<file path="config.mk">
export PLATFORM = sky130hd
export DESIGN_NAME = flash_erase_ctrl
export DESIGN_NICKNAME = d
export VERILOG_FILES = /design/src/rtl/flash_cmd_pkg.sv /design/src/rtl/flash_cmd_decode.sv /design/src/rtl/flash_down_counter.sv /design/src/rtl/flash_status_bits.sv /design/src/rtl/flash_erase_ctrl.sv
export SDC_FILE = /design/constraint.sdc
export NUM_CORES = 1
export LEC_CHECK = 0
export BUFFER_PORTS_ARGS = -buffer_cell sky130_fd_sc_hd__buf_2
export CAP_MARGIN = 20
export CORE_AREA = 2 2 63 65
export DETAILED_ROUTE_END_ITERATION = 7
export DIE_AREA = 0 0 65 67
export GPL_TIMING_DRIVEN = 0
export PLACE_DENSITY = 0.74
export SLEW_MARGIN = 20
export SYNTH_ARGS = -nofsm -noshare
export SYNTH_HDL_FRONTEND = slang
export SYNTH_SLANG_ARGS = --single-unit
</file>
<file path="constraint.sdc">
create_clock -name clk -period 5.15 [get_ports clk]
set_clock_uncertainty 0.05 [all_clocks]
set_input_delay 0.7725 -clock clk [delete_from_list [all_inputs] [get_ports clk]]
set_output_delay 0.7725 -clock clk [all_outputs]
set_load 0.02 [all_outputs]
</file>
<file path="src/rtl/flash_cmd_pkg.sv">
package flash_cmd_pkg;

    typedef enum logic [2:0] {
        ST_READY,
        ST_SETUP,
        ST_BUSY,
        ST_SUSP_PEND,
        ST_SUSPENDED
    } fsm_state_t;

    typedef enum logic [2:0] {
        CMD_NONE,
        CMD_READ_ARRAY,
        CMD_READ_STATUS,
        CMD_CLEAR,
        CMD_SETUP,
        CMD_CONFIRM,
        CMD_SUSPEND
    } cmd_t;

    localparam logic [7:0] OP_READ_ARRAY  = 8'hFF;
    localparam logic [7:0] OP_READ_STATUS = 8'h70;
    localparam logic [7:0] OP_CLEAR       = 8'h50;
    localparam logic [7:0] OP_SETUP       = 8'h20;
    localparam logic [7:0] OP_CONFIRM     = 8'hD0;
    localparam logic [7:0] OP_SUSPEND     = 8'hB0;

endpackage

</file>
<file path="src/rtl/flash_cmd_decode.sv">
module flash_cmd_decode
    import flash_cmd_pkg::*;
(
    input  logic [7:0] code,
    output cmd_t       cmd
);
    always_comb begin
        case (code)
            OP_READ_ARRAY:  cmd = CMD_READ_ARRAY;
            OP_READ_STATUS: cmd = CMD_READ_STATUS;
            OP_CLEAR:       cmd = CMD_CLEAR;
            OP_SETUP:       cmd = CMD_SETUP;
            OP_CONFIRM:     cmd = CMD_CONFIRM;
            OP_SUSPEND:     cmd = CMD_SUSPEND;
            default:        cmd = CMD_NONE;
        endcase
    end
endmodule

</file>
<file path="src/rtl/flash_down_counter.sv">
module flash_down_counter #(
    parameter int LOAD = 64,
    localparam int W = $clog2(LOAD + 1)
) (
    input  logic         clk,
    input  logic         rst_n,
    input  logic         load,
    input  logic         en,
    output logic [W-1:0] count,
    output logic         last
);
    localparam logic [W-1:0] LOAD_V = W'(LOAD);
    localparam logic [W-1:0] ONE_V  = W'(1);

    always_ff @(posedge clk) begin
        if (!rst_n) begin
            count <= '0;
        end else if (load) begin
            count <= LOAD_V;
        end else if (en && count != '0) begin
            count <= count - ONE_V;
        end
    end

    assign last = en && (count == ONE_V);
endmodule

</file>
<file path="src/rtl/flash_status_bits.sv">
module flash_status_bits (
    input  logic clk,
    input  logic rst_n,
    input  logic set_vpp,
    input  logic set_seq,
    input  logic set_erase,
    input  logic clear,
    output logic vpp_err,
    output logic seq_err,
    output logic erase_err
);
    always_ff @(posedge clk) begin
        if (!rst_n) begin
            vpp_err   <= 1'b0;
            seq_err   <= 1'b0;
            erase_err <= 1'b0;
        end else if (clear) begin
            vpp_err   <= 1'b0;
            seq_err   <= 1'b0;
            erase_err <= 1'b0;
        end else begin
            if (set_vpp)   vpp_err   <= 1'b1;
            if (set_seq)   seq_err   <= 1'b1;
            if (set_erase) erase_err <= 1'b1;
        end
    end

    // a VPP fault is never reported without the erase fault beside it
    assert_vpp_pairs_erase_R6: assert property (@(posedge clk) disable iff (!rst_n)
        vpp_err |-> erase_err);
endmodule

</file>
<file path="src/rtl/flash_erase_ctrl.sv">
module flash_erase_ctrl
    import flash_cmd_pkg::*;
#(
    parameter int ADDR_W          = 8,
    parameter int OFS_W           = 4,
    parameter int ERASE_CYCLES    = 64,
    parameter int SUSPEND_LATENCY = 4,
    localparam int BLK_W          = ADDR_W - OFS_W
) (
    input  logic              clk,
    input  logic              rst_n,
    input  logic              bus_we,
    input  logic              bus_rd,
    input  logic [ADDR_W-1:0] bus_addr,
    input  logic [7:0]        bus_wdata,
    input  logic              vpp_ok,
    output logic              rd_valid,
    output logic [7:0]        rd_data,
    output logic [ADDR_W-1:0] arr_addr,
    input  logic [7:0]        arr_rdata,
    output logic              fill_req,
    output logic [BLK_W-1:0]  fill_blk
);
    localparam int ECNT_W = $clog2(ERASE_CYCLES + 1);
    localparam int LCNT_W = $clog2(SUSPEND_LATENCY + 1);

    fsm_state_t       state, state_n;
    logic             stat_mode, stat_mode_n;
    logic [BLK_W-1:0] erase_blk, erase_blk_n;
    cmd_t             cmd;

    logic              load_erase, load_lat;
    logic              erase_en, lat_en;
    logic              erase_last, lat_last;
    logic [ECNT_W-1:0] erase_cnt;
    logic [LCNT_W-1:0] lat_cnt;

    logic set_vpp, set_seq, set_erase, clr_err;
    logic vpp_err, seq_err, erase_err;
    logic sr_ready, sr_susp;
    logic [7:0] status;
    logic [BLK_W-1:0] addr_blk;

    assign addr_blk = bus_addr[ADDR_W-1:OFS_W];

    flash_cmd_decode u_decode (
        .code (bus_wdata),
        .cmd  (cmd)
    );

    flash_down_counter #(.LOAD(ERASE_CYCLES)) u_erase_cnt (
        .clk   (clk),
        .rst_n (rst_n),
        .load  (load_erase),
        .en    (erase_en),
        .count (erase_cnt),
        .last  (erase_last)
    );

    flash_down_counter #(.LOAD(SUSPEND_LATENCY)) u_lat_cnt (
        .clk   (clk),
        .rst_n (rst_n),
        .load  (load_lat),
        .en    (lat_en),
        .count (lat_cnt),
        .last  (lat_last)
    );

    flash_status_bits u_status (
        .clk       (clk),
        .rst_n     (rst_n),
        .set_vpp   (set_vpp),
        .set_seq   (set_seq),
        .set_erase (set_erase),
        .clear     (clr_err),
        .vpp_err   (vpp_err),
        .seq_err   (seq_err),
        .erase_err (erase_err)
    );

    assign erase_en = (state == ST_BUSY) || (state == ST_SUSP_PEND);
    assign lat_en   = (state == ST_SUSP_PEND);

    // state register
    always_ff @(posedge clk) begin
        if (!rst_n) begin
            state     <= ST_READY;
            stat_mode <= 1'b0;
            erase_blk <= '0;
        end else begin
            state     <= state_n;
            stat_mode <= stat_mode_n;
            erase_blk <= erase_blk_n;
        end
    end

    // next state and control strobes
    always_comb begin
        state_n     = state;
        stat_mode_n = stat_mode;
        erase_blk_n = erase_blk;
        load_erase  = 1'b0;
        load_lat    = 1'b0;
        set_vpp     = 1'b0;
        set_seq     = 1'b0;
        set_erase   = 1'b0;
        clr_err     = 1'b0;
        unique case (state)
            ST_READY: begin
                if (bus_we) begin
                    case (cmd)
                        CMD_READ_ARRAY:  stat_mode_n = 1'b0;
                        CMD_READ_STATUS: stat_mode_n = 1'b1;
                        CMD_CLEAR:       clr_err     = 1'b1;
                        CMD_SETUP:       state_n     = ST_SETUP;
                        default:         ;
                    endcase
                end
            end
            ST_SETUP: begin
                if (bus_we) begin
                    stat_mode_n = 1'b1;
                    state_n     = ST_READY;
                    if (cmd != CMD_CONFIRM) begin
                        set_seq   = 1'b1;
                        set_erase = 1'b1;
                    end else if (vpp_err) begin
                        set_erase = 1'b1;
                    end else if (!vpp_ok) begin
                        set_vpp   = 1'b1;
                        set_erase = 1'b1;
                    end else begin
                        state_n     = ST_BUSY;
                        load_erase  = 1'b1;
                        erase_blk_n = addr_blk;
                    end
                end
            end
            ST_BUSY: begin
                stat_mode_n = 1'b1;
                if (erase_last) begin
                    state_n = ST_READY;
                end else if (bus_we && cmd == CMD_SUSPEND) begin
                    state_n  = ST_SUSP_PEND;
                    load_lat = 1'b1;
                end
            end
            ST_SUSP_PEND: begin
                stat_mode_n = 1'b1;
                if (erase_last) begin
                    state_n = ST_READY;
                end else if (bus_we && cmd == CMD_CONFIRM) begin
                    state_n = ST_BUSY;
                end else if (lat_last) begin
                    state_n = ST_SUSPENDED;
                end
            end
            ST_SUSPENDED: begin
                if (bus_we) begin
                    case (cmd)
                        CMD_READ_ARRAY:  stat_mode_n = 1'b0;
                        CMD_READ_STATUS: stat_mode_n = 1'b1;
                        CMD_CONFIRM: begin
                            state_n     = ST_BUSY;
                            stat_mode_n = 1'b1;
                        end
                        default: ;
                    endcase
                end
            end
            default: state_n = ST_READY;
        endcase
    end

    // outputs
    always_comb begin
        sr_ready = !((state == ST_BUSY) || (state == ST_SUSP_PEND));
        sr_susp  = (state == ST_SUSPENDED);
        status   = {sr_ready, sr_susp, erase_err, seq_err, vpp_err, 3'b000};
        fill_req = erase_en;
        fill_blk = erase_blk;
        arr_addr = bus_addr;
    end

    always_ff @(posedge clk) begin
        if (!rst_n) begin
            rd_valid <= 1'b0;
            rd_data  <= '0;
        end else begin
            rd_valid <= bus_rd;
            if (bus_rd) begin
                if (stat_mode || (sr_susp && addr_blk == erase_blk)) begin
                    rd_data <= status;
                end else begin
                    rd_data <= arr_rdata;
                end
            end
        end
    end

    assert_busy_reads_status_R3: assert property (@(posedge clk) disable iff (!rst_n)
        (bus_rd && state == ST_BUSY) |=> (rd_valid && rd_data[7] == 1'b0));

    assert_fill_not_ready_R4: assert property (@(posedge clk) disable iff (!rst_n)
        fill_req |-> !status[7]);

    assert_vpp_refuses_R6: assert property (@(posedge clk) disable iff (!rst_n)
        (state == ST_SETUP && bus_we && bus_wdata == OP_CONFIRM && !vpp_ok)
        |=> (state == ST_READY && vpp_err && erase_err));

    assert_sticky_clear_R7: assert property (@(posedge clk) disable iff (!rst_n)
        $fell(erase_err) |-> $past(bus_we && bus_wdata == OP_CLEAR));

    assert_count_frozen_R9: assert property (@(posedge clk) disable iff (!rst_n)
        (state == ST_SUSPENDED && $past(state == ST_SUSPENDED)) |-> $stable(erase_cnt));

    assert_suspend_entry_R9: assert property (@(posedge clk) disable iff (!rst_n)
        (state == ST_SUSPENDED && $past(state) != ST_SUSPENDED)
        |-> $past(state) == ST_SUSP_PEND);

    assert_latency_live_R9: assert property (@(posedge clk) disable iff (!rst_n)
        (state == ST_SUSP_PEND) |-> lat_cnt != '0);

    assert_low_bits_zero_R1: assert property (@(posedge clk) disable iff (!rst_n)
        rd_valid |-> (!stat_mode || rd_data[2:0] == 3'b000));
endmodule

</file>
Word level (Yosys, flattened, before mapping)
Index checks and enable logic that the tools add are counted.
{ "classes": {"add_sub_neg": 2, "n_eq_ne": 29, "muxes": 49, "bitwise": 3, "n_reduce_logical": 24} }
{ "op_table": {"columns": ["operator", "count"], "rows": [
  ["2-to-1 mux 3 bit", 12],
  ["2-to-1 mux 1 bit", 26],
  ["equality test 8 bit, second input constant", 3],
  ["case mux 3 bit (6 select lines)", 1],
  ["equality test 8 x 7 -> 1 bit, second input constant", 2],
  ["case mux 3 bit (5 select lines)", 1],
  ["2-to-1 mux 7 bit", 2],
  ["equality test 3 x 2 -> 1 bit, second input constant", 4],
  ["equality test 3 bit, second input constant", 4],
  ["OR reduction 2 bit", 5],
  ["equality test 3 x 1 -> 1 bit, second input constant", 3],
  ["equality test 8 x 6 -> 1 bit, second input constant", 1],
  ["2-to-1 mux 8 bit", 1],
  ["equality test 7 x 1 -> 1 bit, second input constant", 1],
  ["logical AND 1 bit", 7],
  ["AND reduction 7 bit", 1],
  ["nonzero test 7 bit", 1],
  ["subtractor 7 x 1 -> 7 bit, second input constant", 1],
  ["2-to-1 mux 2 bit", 3],
  ["inequality test 2 bit, second input constant", 3],
  ["inequality test 3 x 2 -> 1 bit, second input constant", 2],
  ["inequality test 3 bit, second input constant", 2],
  ["AND reduction 6 bit", 1],
  ["AND reduction 5 bit", 1],
  ["13 further kinds", 19]
]} }
{ "word_totals": {"register_bits": 30, "in_bits": 29, "out_inout_bits": 22} }

Logic depth before layout (Yosys ltp)
Gate-level depths: netlist (run 1).
{ "logic_depth": {"depth_word": 8, "depth_mapped": 7, "mapped_depth_nobuf": 7} }

By module
Synthesis (run 1) repeated with hierarchy kept, for this count alone.
{ "unflattened": {"cells_unflattened": 237, "area_unflattened_um2": 1988.2} }
{ "modules_own_cells": {"columns": ["mod", "instances", "cells_per_inst", "area_per_inst_um2", "seq_area_each_um2"], "rows": [
  ["flash_erase_ctrl", 1, 145, 1158.6, 340.3],
  ["flash_down_counter (u_erase_cnt)", 1, 48, 421.7, 140.1],
  ["flash_down_counter (u_lat_cnt)", 1, 22, 219.0, 60.1],
  ["flash_status_bits", 1, 10, 103.8, 60.1],
  ["flash_cmd_decode", 1, 12, 85.1, 0.0]
]} }

Worst setup path after synthesis (run 1)
Ideal clock, no wire load.
{ "synth_timing": {"path_type": "input-to-reg", "startpoint": "input port bus_wdata[1]", "endpoint": "register state[2]", "setup_ns": 0.135, "arrival_ns": 2.440, "required_time_ns": 4.965, "path_slack_ns": 2.525, "stages": 7, "n_path_buf": 1, "path_cell_list": "or4_4 > buf_6 > o32ai_4 > xnor2_1 > a311oi_2 > o311ai_0 > o41ai_1"} }
{ "synth_between": {"elab_chain_cells": 7, "word_cells_on_any_way": 20, "cone_classes": "eq/ne: 13; mux: 4; reduce/logical: 3"} }
{ "synth_rtl": {"columns": ["item", "line", "source"], "rows": [
  ["start, declared", "flash_erase_ctrl.sv:15", "input logic [7:0] bus_wdata,"],
  ["equality test 8 bit, or another cell as far along", "flash_cmd_decode.sv:8", "case (code)"],
  ["case mux 3 bit (6 select lines) *", "flash_cmd_decode.sv:8", null],
  ["equality test 3 bit", "flash_erase_ctrl.sv:152, flash_erase_ctrl.sv:160", null],
  ["logical AND 1 bit", "flash_erase_ctrl.sv:152", "end else if (bus_we && cmd == CMD_CONFIRM) begin"],
  ["2-to-1 mux 3 bit", "flash_erase_ctrl.sv:152", null],
  ["2-to-1 mux 3 bit", "flash_erase_ctrl.sv:150", "if (erase_last) begin"],
  ["case mux 3 bit (5 select lines)", "flash_erase_ctrl.sv:108", "unique case (state)"],
  ["end signal, assigned", "flash_erase_ctrl.sv:91", "state <= state_n;"],
  ["end, declared", "flash_erase_ctrl.sv:27", "fsm_state_t state, state_n;"]
]} }
Mark *: on every way between the ends. The rest lies on a longest branch, timed or not.
A chain may end at the register's enable or synchronous reset.

Worst setup path in the final report (run 1)
Same ends and word-level chain as after synthesis.

==> flow_metrics.tcl, run 1 <==
set metrics [dict create \
    viasPerCell 5.35 \
    hold_viol_final 0 \
    ant_nets 0 \
    timing_worst_slew_pin_value_ns 0.908 \
    vdd_ir_drop_max_mv 0.186 \
    worst_slack_ns 2.54 \
    drv_cap 0 \
    clock-sinks 30 \
    setup.worst_path.start_class "input pin" \
    hold_ws_ns 0.429 \
    leakage_nw 1.01 \
    initial_core_util_pct 49.5 \
    synth_cell_type_count 51 \
    setup_tns_ns 0 \
    layout-drive-gt1-share_pct 29.4 \
    dr.pass1.iters 4 \
    clk_latency_ns 0.28 \
    nNetsFinal 295 \
    max-slew-margin-rel_pct 39.2 \
    arrival_ns 2.72 \
    antennaDiodeCount 0 \
    yosys_warnings 0 \
    vias 1660 \
    place_ws_ns 2.30 \
    die_width_um 65 \
    clockBufferDepth 2 \
    routed_wl_mm 3.96 \
    design_area_um2 2160 \
    place.gp.congestion 0.805 \
    period_share_pct 50.8 \
    rows 22 \
    synth.most_common_cell "dfxtp_1" \
    htree_levels 2 \
    cts_resized 0 \
    total_power_w 0.000493 \
    worstSetupPathType "input pin to flip-flop" \
    cp.required_ns 5.25 \
    cts_hold_buf 0 \
    root_buffer "clkbuf_8" \
    cts_buffers 5 \
    place_area_um2 2070 \
    worstPathCellList "buf_2 -> or4_4 -> buf_6 -> o32ai_4 -> xnor2_1 -> a311oi_2 -> o311ai_0 -> o41ai_1" \
    grtUsageTotal_pct 19.3 \
    synthToLayoutAreaGrowth_pct 21.1 \
    slowest_delay_ns 0.52 \
    nFillCells 348 \
    die_h_um 67 \
    ys_seq_area_share_pct 33.6 \
    grt_pass1_wl_mm 6.43 \
    io_buffer_count 45 \
    ys.flop_type "dfxtp_1" \
    yosysTopAreaCell "dfxtp_1" \
    syn_avg_cell_area_um2 8.54 \
    cts_tree "built" \
    io_pins 51 \
    clkTransAtPathRegs_ns 0.06 \
    rsz0062_at_grt "false" \
    dp_hpwl_mm 2.96 \
    synth_commonest_cells "30 x dfxtp_1, 23 x nor2_1, 12 x inv_1" \
    fmax_mhz 383 \
    first_iter_violations 75 \
    remaining_drc_errors 0 \
    async_reset_ff_share_pct 0 \
    grt_pass1_vias 1543 \
    synth_area_um2 1790 \
    synth.area.top_cells "dfxtp_1 34%, nor2_1 4.8%, mux2i_1 4.5%" \
    setup_violations 0 \
    syn_inst 209 \
    slowest_stage "or4_4" \
    ys_ff_latch 30 \
    syn-num-nets 243 \
    hold_class "flip-flop to flip-flop" \
    synth_top_cell_area_share_pct 33.6 \
    postCtsSetupBuffers 0 \
    power_density_nw_per_um2 228 \
    core_um2 3610 \
    dieArea_um2 4360 \
    critPathMaxFanout 7 \
    synth_edf_count 0 \
    grt_max_degree 11 \
    grt-ovfl-total 0 \
    wl_per_cell_um 12.8 \
    fin_crit_ns 2.61 \
    drv_slew 0 \
    antenna_found_initial 0 \
    outcome "completed" \
    worst_setup_path_end_kind "flip-flop" \
]
-- cell type report --
type,instances,area [µm²],share of cell area (%)
clock buffers,7,86.3,3.99
inverters,12,45.0,2.08
well taps,48,60.1,2.78
repair buffers,45,225,10.4
multi-input cells,150,1010,46.9
plain buffers,17,126,5.84
flip-flops and latches,30,601,27.8
clock inverters,1,5.00,0.231
-- registers in the layout, summed over array words and instances (netlist names) --
signal              cells
u_status.seq_err        1
u_lat_cnt.count         3
state                   3
rd_valid                1
u_status.erase_err      1
rd_data                 8
u_erase_cnt.count       7
stat_mode               1
fill_blk                4
u_status.vpp_err        1
-- layout by cell type (no fill, tap or decap), types with 3 or more instances in the layout --
cell / synthesis / layout
xor2_1: 7 / 7
clkbuf_1: 2 / 3
a21boi_0: 4 / 4
xnor2_1: 5 / 5
nor4_1: 4 / 4
nand2b_1: 7 / 7
a21oi_1: 11 / 11
buf_2: 2 / 47
buf_4: 10 / 10
buf_6: 3 / 3
nor2b_1: 6 / 6
ha_1: 5 / 5
nand3_1: 10 / 10
clkbuf_8: 0 / 6
nor3_1: 3 / 3
o21ai_0: 7 / 7
nand4_1: 5 / 5
dfxtp_1: 30 / 30
inv_1: 12 / 12
nand2_1: 11 / 11
mux2i_1: 8 / 8
nor2_1: 23 / 23
-- stage by stage --
step	instances	utilization (%)
final	310	60.0
after global routing	310	60.0
after CTS	310	60.0
after detailed placement	302	57.4
after global placement	302	57.4
after floorplan	209	-
-- worst max-delay path: cells and delay by family --
kind	cells	cell delay (ns)
buffers and inverters	2	0.26
AND/OR/NAND/NOR	1	0.52
XOR/XNOR	1	0.19
AO/OA/AOI/OAI	4	0.97
-- power by group --
part	switching, W	internal (W)
Clock	0.0000865	0.000108
Combinational	0.0000348	0.0000255
Sequential	0.00000196	0.000236
Total	0.000123	0.000369
-- path summary, 6_finish.rpt --
kind                                              start                           endpoint  slack [ns]  depth (start not counted)
worst max-delay path                       bus_wdata[1]              state[2]$_SDFFE_PN0P_        2.54                          8
worst min-delay path            rd_data[2]$_SDFFE_PN0P_            rd_data[2]$_SDFFE_PN0P_        0.43                          2
worst max register to register    state[1]$_SDFFE_PN0P_  u_erase_cnt.count[1]$_SDFFE_PP0P_        3.11                          5
worst min register to register  rd_data[2]$_SDFFE_PN0P_            rd_data[2]$_SDFFE_PN0P_        0.43                          2
-- cell families (layout without fill, tap and decap cells) --
kind of cell,Yosys count,count (layout),share of synthesized area (%)
XOR/XNOR,12,12,5.89
AND/OR/NAND/NOR,80,80,24.0
multiplexers,8,8,4.49
flip-flops,30,30,33.6
AO/OA/AOI/OAI,45,45,18.9
adder cells (fa/ha/maj),5,5,3.50
buffers and inverters,29,82,9.60
-- metal layers --
| layer | up-vias | GRT usage [%] | wire length (µm) |
|---|---|---|---|
| met2 | 42 | 34.1 | 1890 |
| met5 | - | 0 | 0 |
| met3 | 6 | 6.42 | 219 |
| met4 | 0 | 6.38 | 58 |
| li1 | 833 | - | - |
| met1 | 779 | 21.7 | 1780 |
Note: power is estimated with default switching activity, not from simulation.
==> inputs of run 2 (changes only) <==
CORE_AREA = 2 2 65 67   (was 2 2 63 65)
DIE_AREA = 0 0 67 69   (was 0 0 65 67)
PLACE_DENSITY = 0.72   (was 0.74)
clock period = 2.2 ns   (was 5.15 ns; I/O delays follow)
==> run 2 against run 1 <==
  * Register-to-register slack lost 2.8 ns
  * Critical path depth stayed put
  * Routed wire length grew 1.9%
  * Combinational power rose by 140%
  * Sequential share of layout area decreased by 0.30 points
  * Worst setup slack got worse by 2.4 ns
  * Via count fell by 2.7%
  * Hold slack lost 0.15 ns
  * Utilization down 4.1 points
  * Critical path type unchanged
  * Largest cell class unchanged
  * Highest routed layer unchanged
==> flow_metrics.tcl, run 2 (synthesized netlist as in run 1, its figures left out) <==
set metrics [dict create \
    mostFrequentLayoutCells "47 x buf_2, 30 x dfxtp_1, 23 x nor2_1" \
    max-slew-margin-rel_pct 34.5 \
    drv_slew 0 \
    grt_pass1_wl_mm 6.78 \
    outcome "completed" \
    synthToLayoutAreaGrowth_pct 22.4 \
    timing_worst_slew_pin_value_ns 0.979 \
    wl_per_cell_um 12.9 \
    area.sequential_um2 601 \
    layout_commonest_cell "buf_2" \
    nNetsFinal 295 \
    hold_end "rd_data[7]$_SDFFE_PN0P_" \
    setup_violations 0 \
    remaining_drc_errors 0 \
    root_buffer "clkbuf_8" \
    worstSetupStartpoint "bus_wdata[1]" \
    period_share_pct 94.4 \
    fmax_mhz 481 \
    core_um2 3910 \
    clockBufferDepth 2 \
    rows 23 \
    leakage_nw 1.01 \
    hold_class "input pin to flip-flop" \
    dieArea_um2 4620 \
    setup.worst_path.start_class "input pin" \
    r2r_slack_ns 0.26 \
    place.gp.congestion 0.822 \
    nFillCells 386 \
    critPathMaxFanout 7 \
    cts_tree "built" \
    grtUsageTotal_pct 18.6 \
    rsz0062_at_grt "false" \
    dp_hpwl_mm 3.00 \
    rr_endpoint "rd_data[6]$_SDFFE_PN0P_" \
    fin_crit_ns 2.08 \
    die_h_um 69 \
    hold_viol_final 0 \
    multi_input_area_um2 1020 \
    ant_nets 0 \
    hold_depth 3 \
    io_buffer_count 45 \
    io_pins 51 \
    r2r_cells 6 \
    htree_levels 2 \
    worst_setup_path_end_kind "flip-flop" \
    clock-sinks 30 \
    regMostFlops "rd_data" \
    antenna_found_initial 0 \
    grt_max_degree 11 \
    grt_pass1_vias 1533 \
    clkTransAtPathRegs_ns 0.06 \
    cts_buffers 5 \
    hp-start "arr_rdata[7]" \
    routed_wl_mm 4.03 \
    die_width_um 67 \
    initial_core_util_pct 45.6 \
    fin_cells 312 \
    clk_latency_ns 0.28 \
    drv_cap 0 \
    largest_reg_flops 8 \
    place_inst 304 \
    worstSetupPathType "input pin to flip-flop" \
    layout-drive-gt1-share_pct 29.4 \
    vdd_ir_drop_max_mv 0.358 \
    r2r_start "fill_blk[1]$_SDFFE_PN0P_" \
    dr.pass1.iters 4 \
    total_power_w 0.00123 \
    vias 1615 \
    first_iter_violations 56 \
    antennaDiodeCount 0 \
    arrival_ns 2.19 \
    power_density_nw_per_um2 565 \
    grt-ovfl-total 0 \
    cp.required_ns 2.32 \
    viasPerCell 5.18 \
]
==> run 2: repair_timing <==
item                                    4_1_cts  5_1_grt
hold buffers                                  0        0
hold endpoints to repair                      0        0
endpoints found under the setup margin        0       10
setup buffers                                 0        0
resized for setup                             0        2
==> run 2: worst max path at each step <==
stage	endpoint	slack, ns
floorplan	state[2]$_SDFFE_PN0P_	0.02
global placement	state[2]$_SDFFE_PN0P_	-0.20
detailed placement	state[2]$_SDFFE_PN0P_	-0.22
CTS	state[2]$_SDFFE_PN0P_	0.06
global route	state[2]$_SDFFE_PN0P_	0.06
finish	state[0]$_SDFFE_PN0P_	0.12
==> run 2: where the power goes <==
group	total, W	internal, W	switching [W]	leakage [nW]
clock	0.000534	0.000338	0.000196	0.0524
sequential	0.000558	0.000554	0.00000465	0.244
combinational	0.000142	0.0000598	0.0000822	0.714
==> run 2: worst max-delay path, stage by stage <==
cell	delay [ns]
buf_2	0.11
or4_4	0.52
buf_6	0.16
o32ai_4	0.28
xnor2_1	0.19
a41oi_1	0.18
a221o_1	0.30
o211a_1	0.12
==> run 2: metrics by stage <==
step / setup TNS (ns) / setup slack [ns] / util, % / area [µm²] / hold slack (ns)
final: 0 / 0.123 / 55.9 / 2190 / 0.278
after detailed placement: -0.567 / -0.219 / 53.0 / 2070 / 0.423
after CTS: 0 / 0.0647 / 55.7 / 2180 / 0.272
after global placement: -0.367 / -0.204 / 53.0 / 2070 / 0.410
after global routing: 0 / 0.0565 / 55.9 / 2190 / 0.295
after floorplan: 0 / 0.0171 / - / 1790 / 0.386
==> run 2: layout make-up <==
| cell class | count | area share, % |
|---|---|---|
| well taps | 50 | 2.86 |
| clock inverters | 1 | 1.37 |
| clock buffers | 7 | 3.49 |
| plain buffers | 17 | 5.78 |
| repair buffers | 45 | 10.3 |
| flip-flops and latches | 30 | 27.5 |
| multi-input cells | 150 | 46.7 |
| inverters | 12 | 2.06 |
==> run 2: routing by layer <==
metal	part of all wire [%]	GRT usage, %
met1	46	24.7
met2	49	29.3
met3	4.6	6.04
met4	0.55	4.08
met5	0	0
==> inputs of run 3 (changes only) <==
ABC_AREA = 1   (was unset)
CAP_MARGIN = unset   (was 20)
CORE_AREA = 2 2 67 69   (was 2 2 65 67)
DIE_AREA = 0 0 69 71   (was 0 0 67 69)
PLACE_DENSITY = 0.71   (was 0.72)
==> run 3 against run 2 <==
  * Final cell count grew 23%
  * Maximum frequency grew 25%
  * Final area grew 3.4%
  * Hold slack lost 0.053 ns
  * Non-clock buffer count shrank 6
  * Sequential cell count is the same
  * Critical path depth shrank 2
  * Sequential power grew 4%
  * Critical path type is now flip-flop to flip-flop
==> flow_metrics.tcl, run 3 <==
set metrics [dict create \
    layout-drive-gt1-share_pct 26.8 \
    drv_slew 0 \
    setup.worst_path.start_class "flip-flop" \
    grt_max_degree 11 \
    synth-simple-area-share_pct 35.4 \
    layout_commonest_cell "nand2_1" \
    synth.most_common_cell "nand2_1" \
    regMostFlops "rd_data" \
    nNetsFinal 365 \
    worst_setup_path_end_kind "flip-flop" \
    syn_inst 279 \
    worstSetupPathType "flip-flop to flip-flop" \
    synth-compound-area-share_pct 13.0 \
    fmax_mhz 603 \
    hold_viol_final 0 \
    htree_levels 2 \
    viasPerCell 4.74 \
    cts_resized 0 \
    core_um2 4200 \
    grt-ovfl-total 0 \
    synth_commonest_cells "47 x nand2_1, 39 x nor2_1, 34 x inv_1" \
    cp.required_ns 2.33 \
    grtUsageTotal_pct 17.8 \
    nFillCells 411 \
    critPathMaxFanout 10 \
    clockBufferDepth 2 \
    vdd_ir_drop_max_mv 0.362 \
    async_reset_ff_share_pct 0 \
    setup_violations 0 \
    power_density_nw_per_um2 568 \
    leakage_nw 1.06 \
    synth_top_cell_area_share_pct 32.0 \
    hold_class "input pin to flip-flop" \
    timing_worst_slew_pin_value_ns 0.526 \
    dp_hpwl_mm 3.12 \
    first_iter_violations 47 \
    initial_core_util_pct 44.6 \
    die_width_um 69 \
    ys_seq_area_share_pct 32.0 \
    root_buffer "clkbuf_8" \
    cts_buffers 5 \
    place.gp.congestion 0.865 \
    dieArea_um2 4900 \
    fin_crit_ns 1.66 \
    io_pins 51 \
    postCtsSetupBuffers 0 \
    total_power_w 0.00128 \
    synth_cell_type_count 34 \
    cts_tree "built" \
    rows 24 \
    synth.area.mux_share_pct 0.534 \
    r2r_cells 6 \
    syn_avg_cell_area_um2 6.72 \
    dr.pass1.iters 4 \
    ys.flop_type "dfxtp_1" \
    synth_xor_area_share_pct 3.74 \
    clock-sinks 30 \
    antenna_found_initial 0 \
    cts_hold_buf 0 \
    synth_edf_count 0 \
    rsz0062_at_grt "false" \
    die_h_um 71 \
    max-slew-margin-rel_pct 64.5 \
    routed_wl_mm 4.01 \
    grt_pass1_vias 1673 \
    mostFrequentLayoutCells "47 x nand2_1, 45 x buf_2, 39 x nor2_1" \
    outcome "completed" \
    wl_per_cell_um 10.5 \
    ys_ff_latch 30 \
    yosysTopAreaCell "dfxtp_1" \
    hold_depth 3 \
    io_buffer_count 45 \
    setup_tns_ns 0 \
    remaining_drc_errors 0 \
    grt_pass1_wl_mm 7.08 \
    vias 1821 \
    synthToLayoutAreaGrowth_pct 20.5 \
    synth.area.top_cells "dfxtp_1 32%, nand2_1 9.4%, nor2_1 7.8%" \
    synthAdderAreaFrac_pct 3.34 \
    syn-num-nets 313 \
    period_share_pct 75.4 \
    arrival_ns 1.79 \
    synth_area_um2 1880 \
    ant_nets 0 \
    yosys_warnings 0 \
    antennaDiodeCount 0 \
    largest_reg_flops 8 \
    clkTransAtPathRegs_ns 0.07 \
    clk_latency_ns 0.29 \
    synth_top_family_by_area "simple AND/OR/NAND/NOR gates" \
    drv_cap 0 \
]
==> run 3: changes by cell type in the layout (fill, tap and decap cells not counted), moves of 8 or more <==
cell     delta
nor2_1     +16
a21oi_1    +10
nand2_1    +36
inv_1      +22
o21ai_0     +9
nand3_1     +8
==> run 3: power by group <==
group | switching (W) | internal, W
clock | 0.000219 | 0.000251
sequential | 0.0000147 | 0.000564
combinational | 0.000147 | 0.0000882
total | 0.000381 | 0.000903
==> run 3: critical path, stage by stage (launching register included) <==
cell and delay (ns):
dfxtp_1 0.38, inv_2 0.14, nand3_1 0.14, nor2_2 0.20, nand4_2 0.32, o21ai_0 0.27, a21oi_1 0.05
==> run 3: through the flow <==
| step | cell area (µm²) | utilization (%) | std cells | hold slack [ns] | setup WS [ns] |
|---|---|---|---|---|---|
| 6_report | 2260 | 53.8 | 384 | 0.225 | 0.542 |
| 3_5_place_dp | 2170 | 51.5 | 376 | 0.415 | 0.474 |
| 4_1_cts | 2260 | 53.8 | 384 | 0.222 | 0.542 |
| 5_1_grt | 2260 | 53.8 | 384 | 0.235 | 0.368 |
| 2_1_floorplan | 1880 | - | 279 | 0.382 | 0.767 |
| 3_3_place_gp | 2170 | 51.5 | 376 | 0.405 | 0.512 |
==> run 3: area by class of cell <==
cell class	count	area [µm²]	area share, %
Multi-Input combinational cell	197	1050	46.4
Sequential cell	30	601	26.6
Timing Repair Buffer	45	225	9.96
Inverter	41	154	6.81
Clock buffer	6	82.6	3.65
Buffer	11	71.3	3.15
Tap cell	52	65.1	2.88
Clock inverter	2	12.5	0.553
==> run 3: cells by family (layout without fill, tap and decap cells) <==
family | count (synthesis) | after routing
buffers and inverters | 52 | 105
adders and majority gates | 5 | 5
and+or+nand+nor | 138 | 138
DFF | 30 | 30
muxes | 1 | 1
xor gates and xnor gates | 8 | 8
AOI/OAI and AO/OA | 45 | 45
==> run 3: path summary, 6_finish.rpt <==
kind	startpoint	endpoint	slack, ns
worst max-delay path	state[2]$_SDFFE_PN0P_	fill_blk[1]$_SDFFE_PN0P_	0.54
worst min-delay path	arr_rdata[0]	rd_data[0]$_SDFFE_PN0P_	0.23
worst max register to register	state[2]$_SDFFE_PN0P_	fill_blk[1]$_SDFFE_PN0P_	0.54
worst min register to register	fill_blk[1]$_SDFFE_PN0P_	fill_blk[1]$_SDFFE_PN0P_	0.42
==> run 3: per-layer routing <==
metal,part of all wire (%),wire length [µm],up-vias,global-route usage (%)
met5,0,0,-,0
met4,1.8,74,0,8.50
met3,5.4,216,7,4.99
met2,44,1780,48,28.7
met1,48,1940,785,22.1
li1,-,-,981,-
